$ cat src/rtl/mcsa_pkg.sv
package mcsa_pkg;

  // More one-bit terms than free slots means an extra constant vector.
  function automatic bit need_const_vec(input int nops, input int nones, input int nbits);
    return (nones + nbits) > (nops - 1);
  endfunction

  function automatic int vec_count(input int nops, input int nones, input int nbits);
    return need_const_vec(nops, nones, nbits) ? nops + 1 : nops;
  endfunction

  // Number of +1 corrections that ride on carry-in slots.
  function automatic int ones_on_slots(input int nops, input int nones, input int nbits);
    return need_const_vec(nops, nones, nbits) ? nops - nbits : nones;
  endfunction

  // Value of the folded constant vector (leftover +1 corrections).
  function automatic int const_value(input int nops, input int nones, input int nbits);
    return need_const_vec(nops, nones, nbits) ? nones + nbits - nops : 0;
  endfunction

endpackage

$ cat src/rtl/mcsa_full_add.sv
module mcsa_full_add (
  input  logic a_i,
  input  logic b_i,
  input  logic c_i,
  output logic s_o,
  output logic co_o
);

  logic ab_x;

  assign ab_x = a_i ^ b_i;
  assign s_o  = ab_x ^ c_i;
  assign co_o = (a_i & b_i) | (ab_x & c_i);

endmodule

$ cat src/rtl/mcsa_csa_row.sv
module mcsa_csa_row #(
  parameter int W = 16
) (
  input  logic         clk,
  input  logic         rst,
  input  logic [W-1:0] x_i,
  input  logic [W-1:0] y_i,
  input  logic [W-1:0] z_i,
  input  logic         cin_i,
  output logic [W-1:0] sum_o,
  output logic [W-1:0] carry_o
);

  localparam int LOW_BITS = W - 1;

  logic [LOW_BITS-1:0] maj;

  // Independent full adders, no propagation between positions.
  for (genvar i = 0; i < LOW_BITS; i++) begin : g_bit
    mcsa_full_add u_fa (
      .a_i (x_i[i]),
      .b_i (y_i[i]),
      .c_i (z_i[i]),
      .s_o (sum_o[i]),
      .co_o(maj[i])
    );
  end

  // Top bit: its carry would leave the W-bit window.
  assign sum_o[W-1] = x_i[W-1] ^ y_i[W-1] ^ z_i[W-1];

  // Shift carries up one place; the vacated LSB holds the one-bit input.
  assign carry_o = {maj, cin_i};

  AST_ROW_CONSERVES: assert property (@(posedge clk) disable iff (rst)
    W'(sum_o + carry_o) == W'(x_i + y_i + z_i + {{(W-1){1'b0}}, cin_i}));

endmodule

$ cat src/rtl/mcsa_final_add.sv
module mcsa_final_add #(
  parameter int W = 16
) (
  input  logic         clk,
  input  logic         rst,
  input  logic [W-1:0] a_i,
  input  logic [W-1:0] b_i,
  input  logic         cin_i,
  output logic [W-1:0] sum_o
);

  logic [W-1:0] chain;

  assign chain[0] = cin_i;

  for (genvar i = 0; i < W - 1; i++) begin : g_rip
    mcsa_full_add u_fa (
      .a_i (a_i[i]),
      .b_i (b_i[i]),
      .c_i (chain[i]),
      .s_o (sum_o[i]),
      .co_o(chain[i+1])
    );
  end

  assign sum_o[W-1] = a_i[W-1] ^ b_i[W-1] ^ chain[W-1];

  AST_FINAL_ADD: assert property (@(posedge clk) disable iff (rst)
    sum_o == W'(a_i + b_i + {{(W-1){1'b0}}, cin_i}));

endmodule

$ cat src/rtl/mcsa_operand_prep.sv
module mcsa_operand_prep #(
  parameter int              W         = 16,
  parameter int              N_OPS     = 6,
  parameter logic [N_OPS-1:0] SUB_MASK = '0,
  parameter int              NV        = 6,
  parameter int              CONST_VAL = 0
) (
  input  logic [N_OPS*W-1:0]     ops_i,
  output logic [NV-1:0][W-1:0]   prep_o
);

  localparam int OFS = NV - N_OPS;

  // The folded constant (if any) sits first: zero delay, consumed early.
  if (OFS == 1) begin : g_const
    assign prep_o[0] = W'(CONST_VAL);
  end

  for (genvar k = 0; k < N_OPS; k++) begin : g_op
    if (SUB_MASK[k]) begin : g_neg
      assign prep_o[OFS+k] = ~ops_i[k*W +: W];
    end else begin : g_pos
      assign prep_o[OFS+k] = ops_i[k*W +: W];
    end
  end

endmodule

$ cat src/rtl/mcsa_sum_tree.sv
module mcsa_sum_tree #(
  parameter int               W        = 16,
  parameter int               N_OPS    = 6,
  parameter logic [N_OPS-1:0] SUB_MASK = 6'b111100,
  parameter int               N_BITS   = 1
) (
  input  logic               clk,
  input  logic               rst,
  input  logic [N_OPS*W-1:0] ops_i,
  input  logic [N_BITS-1:0]  bits_i,
  output logic [W-1:0]       result_o
);

  import mcsa_pkg::*;

  localparam int N_ONES    = $countones(SUB_MASK);
  localparam int NV        = vec_count(N_OPS, N_ONES, N_BITS);
  localparam int NS        = NV - 2;
  localparam int N_NODES   = NV + 2 * NS;
  localparam int ONES_SLOT = ones_on_slots(N_OPS, N_ONES, N_BITS);
  localparam int CONST_VAL = const_value(N_OPS, N_ONES, N_BITS);
  localparam int FIRST_BIT = NS + 1 - N_BITS;

  if (W < 2 || N_OPS < 2 || N_BITS < 1 || N_BITS > N_OPS - 1) begin : g_bad_cfg
    $error("mcsa_sum_tree: unsupported parameter set");
  end

  // Node pool in creation order; creation order is arrival order.
  logic [N_NODES-1:0][W-1:0] node;
  logic [NS:0]               slot;
  logic [W-1:0]              tree_sum;
  logic [W-1:0]              result_q;

  mcsa_operand_prep #(
    .W        (W),
    .N_OPS    (N_OPS),
    .SUB_MASK (SUB_MASK),
    .NV       (NV),
    .CONST_VAL(CONST_VAL)
  ) u_prep (
    .ops_i (ops_i),
    .prep_o(node[NV-1:0])
  );

  // Slot j = carry-in of row j (j < NS) or of the final adder (j == NS).
  // Leaves take the +1 corrections, the root takes the live bits.
  for (genvar j = 0; j <= NS; j++) begin : g_slot
    if (j >= FIRST_BIT) begin : g_live
      assign slot[j] = bits_i[j-FIRST_BIT];
    end else if (j < ONES_SLOT) begin : g_one
      assign slot[j] = 1'b1;
    end else begin : g_nil
      assign slot[j] = 1'b0;
    end
  end

  // Row s takes the three oldest unconsumed nodes, appends two new ones.
  for (genvar s = 0; s < NS; s++) begin : g_row
    mcsa_csa_row #(.W(W)) u_row (
      .clk    (clk),
      .rst    (rst),
      .x_i    (node[3*s]),
      .y_i    (node[3*s+1]),
      .z_i    (node[3*s+2]),
      .cin_i  (slot[s]),
      .sum_o  (node[NV+2*s]),
      .carry_o(node[NV+2*s+1])
    );
  end

  mcsa_final_add #(.W(W)) u_cpa (
    .clk  (clk),
    .rst  (rst),
    .a_i  (node[N_NODES-2]),
    .b_i  (node[N_NODES-1]),
    .cin_i(slot[NS]),
    .sum_o(tree_sum)
  );

  always_ff @(posedge clk) begin
    if (rst) result_q <= '0;
    else     result_q <= tree_sum;
  end

  assign result_o = result_q;

  // Behavioural reference, separate from the tree.
  logic [W-1:0] ref_sum;
  always_comb begin
    ref_sum = '0;
    for (int k = 0; k < N_OPS; k++) begin
      if (SUB_MASK[k]) ref_sum = ref_sum - ops_i[k*W +: W];
      else             ref_sum = ref_sum + ops_i[k*W +: W];
    end
    for (int b = 0; b < N_BITS; b++) ref_sum = ref_sum + W'(bits_i[b]);
  end

  AST_RESULT_MATCH: assert property (@(posedge clk) disable iff (rst)
    !$past(rst) |-> result_q == $past(ref_sum));

  AST_RESET_CLEARS: assert property (@(posedge clk) disable iff (rst)
    $fell(rst) |-> result_q == '0);

endmodule

$ cat config.mk
export PLATFORM = sky130hd
export DESIGN_NAME = mcsa_sum_tree
export DESIGN_NICKNAME = d
export VERILOG_FILES = /design/src/rtl/mcsa_pkg.sv /design/src/rtl/mcsa_full_add.sv /design/src/rtl/mcsa_csa_row.sv /design/src/rtl/mcsa_final_add.sv /design/src/rtl/mcsa_operand_prep.sv /design/src/rtl/mcsa_sum_tree.sv
export SDC_FILE = /design/constraint.sdc
export NUM_CORES = 1
export LEC_CHECK = 0
export BUFFER_PORTS_ARGS = -buffer_cell sky130_fd_sc_hd__buf_2
export CORE_ASPECT_RATIO = 1.4
export CORE_MARGIN = 2
export CORE_UTILIZATION = 35
export CTS_BUF_LIST = sky130_fd_sc_hd__clkbuf_8 sky130_fd_sc_hd__clkbuf_16
export CTS_CLUSTER_DIAMETER = 100
export DETAILED_ROUTE_END_ITERATION = 6
export GPL_TIMING_DRIVEN = 0
export PLACE_DENSITY_LB_ADDON = 0.2
export SYNTH_ARGS = -nofsm -noshare
export SYNTH_HDL_FRONTEND = slang
export SYNTH_SLANG_ARGS = --single-unit
export TNS_END_PERCENT = 10
$ cat constraint.sdc
create_clock -name clk -period 22 [get_ports clk]
set_input_delay 1.1 -clock clk [delete_from_list [all_inputs] [get_ports clk]]
set_output_delay 1.1 -clock clk [all_outputs]
set_load 0.02 [all_outputs]
==> After elaboration in Yosys (flattened, before gate mapping) <==
Index checks and enable logic that the tools add are counted.
Widths: inputs -> output; s select.
{ "totals": {"register_bits": 16, "latch_bits": 0, "mem_bits_rw": 0, "mem_bits_ro": 0, "inputBits": 99, "memories": 0} }
{ "op_classes": {"addsub": 0, "n_mul": 0, "div": 0, "n_lt_le_gt_ge": 0, "eq_ne": 0, "shift": 0, "n_mux": 0, "n_bitwise": 381, "reduce_logical": 0} }
{ "ops": {"columns": ["operator", "count"], "rows": [
  ["$xor 1x1->1", 155],
  ["$and 1x1->1", 145],
  ["$or 1x1->1", 74],
  ["$not 16->16", 4],
  ["$not 1->1", 3]
]} }

==> Longest topological paths before layout <==
{ "depth": {"depth_word": 37, "ltp_mapped": 24} }

==> By module <==
Synthesis repeated with hierarchy kept, for this count alone.
{ "unflattened": {"cells_unflattened": 214, "area_unflattened_um2": 2598.7} }
{ "modules_own_cells": {"columns": ["module", "instances", "cells_each", "area_each_um2", "seq_area_each_um2"], "rows": [
  ["mcsa_full_add", 75, 1, 20.0, 0.0],
  ["mcsa_operand_prep", 1, 96, 480.5, 0.0],
  ["mcsa_sum_tree", 1, 34, 467.9, 320.3],
  ["mcsa_csa_row", 4, 2, 31.3, 0.0],
  ["mcsa_final_add", 1, 1, 23.8, 0.0]
]} }

==> Least setup slack after synthesis <==
OpenSTA, ideal clock, no wires.
{ "synth_path": {"kind": "in2reg", "startpoint": "in ops_i[1]", "endpoint": "reg result_q[15] (netlist: result_o[15])", "setup_ps": 65, "arrival_ps": 8541, "t_required_ps": 21935, "path_slack_ps": 13394, "cell_stages": 23, "path_buffers": 0, "path_cell_list": "fa_1 > inv_1 > fa_1 > fa_1 > ha_1 > inv_1 > fa_1 > fa_1 > fa_1 > fa_1 > fa_1 > fa_1 > fa_1 > fa_1 > fa_1 > fa_1 > fa_1 > fa_1 > fa_1 > xnor2_1 > xnor2_1 > xnor3_1 > nor2_1"} }
{ "synth_between": {"elab_chain_len": 36} }
{ "synth_lines": {"columns": ["item", "line", "rtl"], "rows": [
  ["start, declared", "mcsa_sum_tree.sv:9", "input logic [N_OPS*W-1:0] ops_i,"],
  ["$xor 1x1->1", "mcsa_full_add.sv:11", "assign ab_x = a_i ^ b_i;"],
  ["$xor 1x1->1", "mcsa_full_add.sv:12", "assign s_o = ab_x ^ c_i;"],
  ["$xor 1x1->1", "mcsa_full_add.sv:11", null],
  ["$xor 1x1->1", "mcsa_full_add.sv:12", null],
  ["$xor 1x1->1", "mcsa_full_add.sv:11", null],
  ["$xor 1x1->1", "mcsa_full_add.sv:12", null],
  ["$not 1->1 (no source line)", null, null],
  ["$and 1x1->1", "mcsa_full_add.sv:13", "assign co_o = (a_i & b_i) | (ab_x & c_i);"],
  ["[20 not listed]", null, null],
  ["$or 1x1->1 *", "mcsa_full_add.sv:13", null],
  ["$and 1x1->1 *", "mcsa_full_add.sv:13", null],
  ["$or 1x1->1 *", "mcsa_full_add.sv:13", null],
  ["$and 1x1->1 *", "mcsa_full_add.sv:13", null],
  ["$or 1x1->1 *", "mcsa_full_add.sv:13", null],
  ["$and 1x1->1 *", "mcsa_full_add.sv:13", null],
  ["$or 1x1->1 *", "mcsa_full_add.sv:13", null],
  ["$xor 1x1->1 *", "mcsa_final_add.sv:26", "assign sum_o[W-1] = a_i[W-1] ^ b_i[W-1] ^ chain[W-1];"],
  ["end signal, assigned", "mcsa_sum_tree.sv:82", "else result_q <= tree_sum;"],
  ["end, declared", "mcsa_sum_tree.sv:32", "logic [W-1:0] result_q;"]
]} }
Mark *: on every way between the ends. The rest lies on a longest branch, timed or not.
A chain may end at the register's enable or synchronous reset.

==> Worst setup path after layout <==
Ends and elaborated chain as after synthesis.

==> reports/qor.yml <==
outcome:
  status: "finished clean"
yosys:
  synth_common_cells: "inv_1, fa_1, dfxtp_1, nor2b_1, xnor2_1"
  avgSynthCellArea_um2: 9.69
  yosys.area.top_type: "fa_1"
  yosysSeqAreaShare_pct: 12.8
  synth_nets: 431
  async_reset_ff_share_pct: 0
  synthTopCellsByArea: "fa_1, inv_1, dfxtp_1"
  netlist_area_mm2: 0.00250
  synth_cell_types: 10
  yosysWarningCount: 0
  synth-edff-count: 0
  synth-seq-cells: 16
  synth_top_area_share_pct: 56.8
  yosysMostFrequentCell: "inv_1"
  syn_inst: 258
  synthFlopType: "dfxtp_1"
detailed_routing:
  vias: 1797
  drc: 0
  drt-total-wl_um: 3900
  ant_nets: 0
  drtIter0Drc: 16
  drt_first_pass_iters: 4
  avgRoutedWirePerCell_um: 8.29
  viasPerCell: 3.82
pwr:
  pwr-share-comb_pct: 71.7
  worst_ir_drop_vdd_v: 0.0000407
  swShare_pct: 41.7
  intPower_w: 0.000146
  power.leakage_nw: 1.99
  pwr-share-clk_pct: 10.5
  net-switching-power_w: 0.000105
  power.density_mw_per_mm2: 77.3
  pwr-share-seq_pct: 17.7
die:
  dieArea_mm2: 0.00785
  die_w_um: 75.4
  num_rows: 36
  core_area_mm2: 0.00694
  start_util_pct: 36.1
  ios: 115
  fp.dieH_um: 104
sta:
  period_share_pct: 39.7
  slew_violations: 0
  setup_viol: 0
  hold_viol_final: 0
  tightest_slew_ns: 0.473
  rsz0062_at_grt: "no"
  post-route-min-period_ns: 8.74
  fmaxAchievable_mhz: 114
  fin_setup_tns_ns: 0
  worst_slack_ns: 13.26
  relSlewSlack_pct: 68.5
clock_tree:
  numCtsBuffers: 3
  path_clk_slew_ns: 0.07
  clockBufferDepth: 2
  cts_hold_buffers: 0
  cts_tree: "yes"
  cts_root_buf: "clkbuf_8"
  cts-htree-levels: 1
  ctsResizeCount: 0
  cts.sinks: 16
  post_cts_buffers: 0
worst_hold_path:
  holdPathEnd: "result_o[2]$_SDFF_PP0_"
  hp-start: "rst"
  hp-class: "primary input to flop"
  min_path_cells: 2
setup_path:
  cp_slowest_stage_delay_ns: 0.53
  startpoint_type: "primary input"
  timing.critical_path.mode_cell: "fa_1"
  crit_arrival_ns: 8.93
  crit_type: "primary input to flop"
  crit_path_end_kind: "flop"
  cp_data_required_time_ns: 22.19
  slowest_stage: "fa_1"
  crit_fanout: 1
  worstPathCellList: "buf_2 > fa_1 > inv_1 > fa_1 > fa_1 > ha_1 > inv_1 > fa_1 > fa_1 > fa_1 > fa_1 > fa_1 > fa_1 > fa_1 > fa_1 > fa_1 > fa_1 > fa_1 > fa_1 > fa_1 > xnor2_1 > xnor2_1 > xnor3_1 > nor2_1"
placed_design:
  hpwl_um: 3810
  place_ws_ns: 12.94
  place_area_mm2: 0.00319
  gp_congestion: 0.699
  portBuffers: 114
global_route:
  grt_pass1_wl_um: 7040
  grt_use_total_pct: 11.0
  overflow: 0
  antenna_found_initial: 0
  grt_pass1_vias: 1910
  grt_max_degree: 11
final_layout:
  fin_area_mm2: 0.00325
  largest_reg_flops: 16
  antenna_cells: 0
  utilization_pct: 46.8
  area_growth_pct: 29.8
  nNetsFinal: 550
  drive_gt1_share_pct: 31.4
flow_run:
  maxCapViolations: 0
==> cell type report <==
class                   count  area [µm²]
fillers                   707        3690
multi-input cells          99        1640
repair buffers            114         571
inverters                 142         533
flip-flops and latches     16         320
well taps                  95         119
clock buffers               4        55.1
plain buffers               1        3.75
==> critical path: cells and delay by family <==
family / cells / cell delay [ns]
AND/OR/NAND/NOR: 1 / 0.08
buffers and inverters: 3 / 0.20
XOR/XNOR: 3 / 0.74
adder cells (fa/ha/maj): 17 / 6.79
==> cell usage in the layout (no fill, tap or decap), drive strengths merged <==
master,n
xnor2,7
fa,71
ha,3
xor2,1
clkbuf,5
xnor3,1
inv,142
nor2,3
dfxtp,16
buf,114
nor2b,13
==> logic make-up (layout without fill, tap and decap cells) <==
kind of cell	after synthesis	after routing	synth area share, %
XOR/XNOR	9	9	3.70
buffers and inverters	143	261	21.5
AND/OR/NAND/NOR	16	16	3.70
adder cells (fa/ha/maj)	74	74	58.3
flip-flops	16	16	12.8
==> per-layer routing <==
| layer | track usage [%] | up-vias | share of wire, % |
|---|---|---|---|
| met2 | 21.9 | 60 | 60 |
| li1 | - | 870 | - |
| met5 | 0 | - | 0 |
| met4 | 1.50 | 0 | 0 |
| met1 | 11.6 | 867 | 34 |
| met3 | 1.84 | 0 | 6.7 |
==> worst max-delay path by stage <==
stage,startpoint,end,depth (start not counted)
5_1_grt,ops_i[49],result_o[15]$_SDFF_PP0_,25
3_5_place_dp,ops_i[1],result_o[15]$_SDFF_PP0_,24
4_1_cts,ops_i[1],result_o[15]$_SDFF_PP0_,24
2_1_floorplan,ops_i[1],result_o[15]$_SDFF_PP0_,23
3_3_place_gp,ops_i[1],result_o[15]$_SDFF_PP0_,24
6_report,ops_i[1],result_o[15]$_SDFF_PP0_,24
==> power groups by stage <==
| stage | Combinational [W] | Clock, W | Sequential (W) |
|---|---|---|---|
| 6_report | 0.000180 | 0.0000265 | 0.0000445 |
| 5_1_grt | 0.000216 | 0.0000290 | 0.0000460 |
| 4_1_cts | 0.000188 | 0.0000277 | 0.0000447 |
| 3_5_place_dp | 0.000188 | 0 | 0.0000451 |
| 3_3_place_gp | 0.000186 | 0 | 0.0000449 |
| 2_1_floorplan | 0.000121 | 0 | 0.0000604 |
==> through the flow <==
step           cells  hold slack, ns  power, W
2_1_floorplan    258            1.17  0.000181
6_report         471            1.10  0.000251
5_1_grt          471            1.11  0.000291
3_5_place_dp     467            1.38  0.000233
3_3_place_gp     467            1.37  0.000231
4_1_cts          471            1.10  0.000261
(Power assumes the default switching activity.)
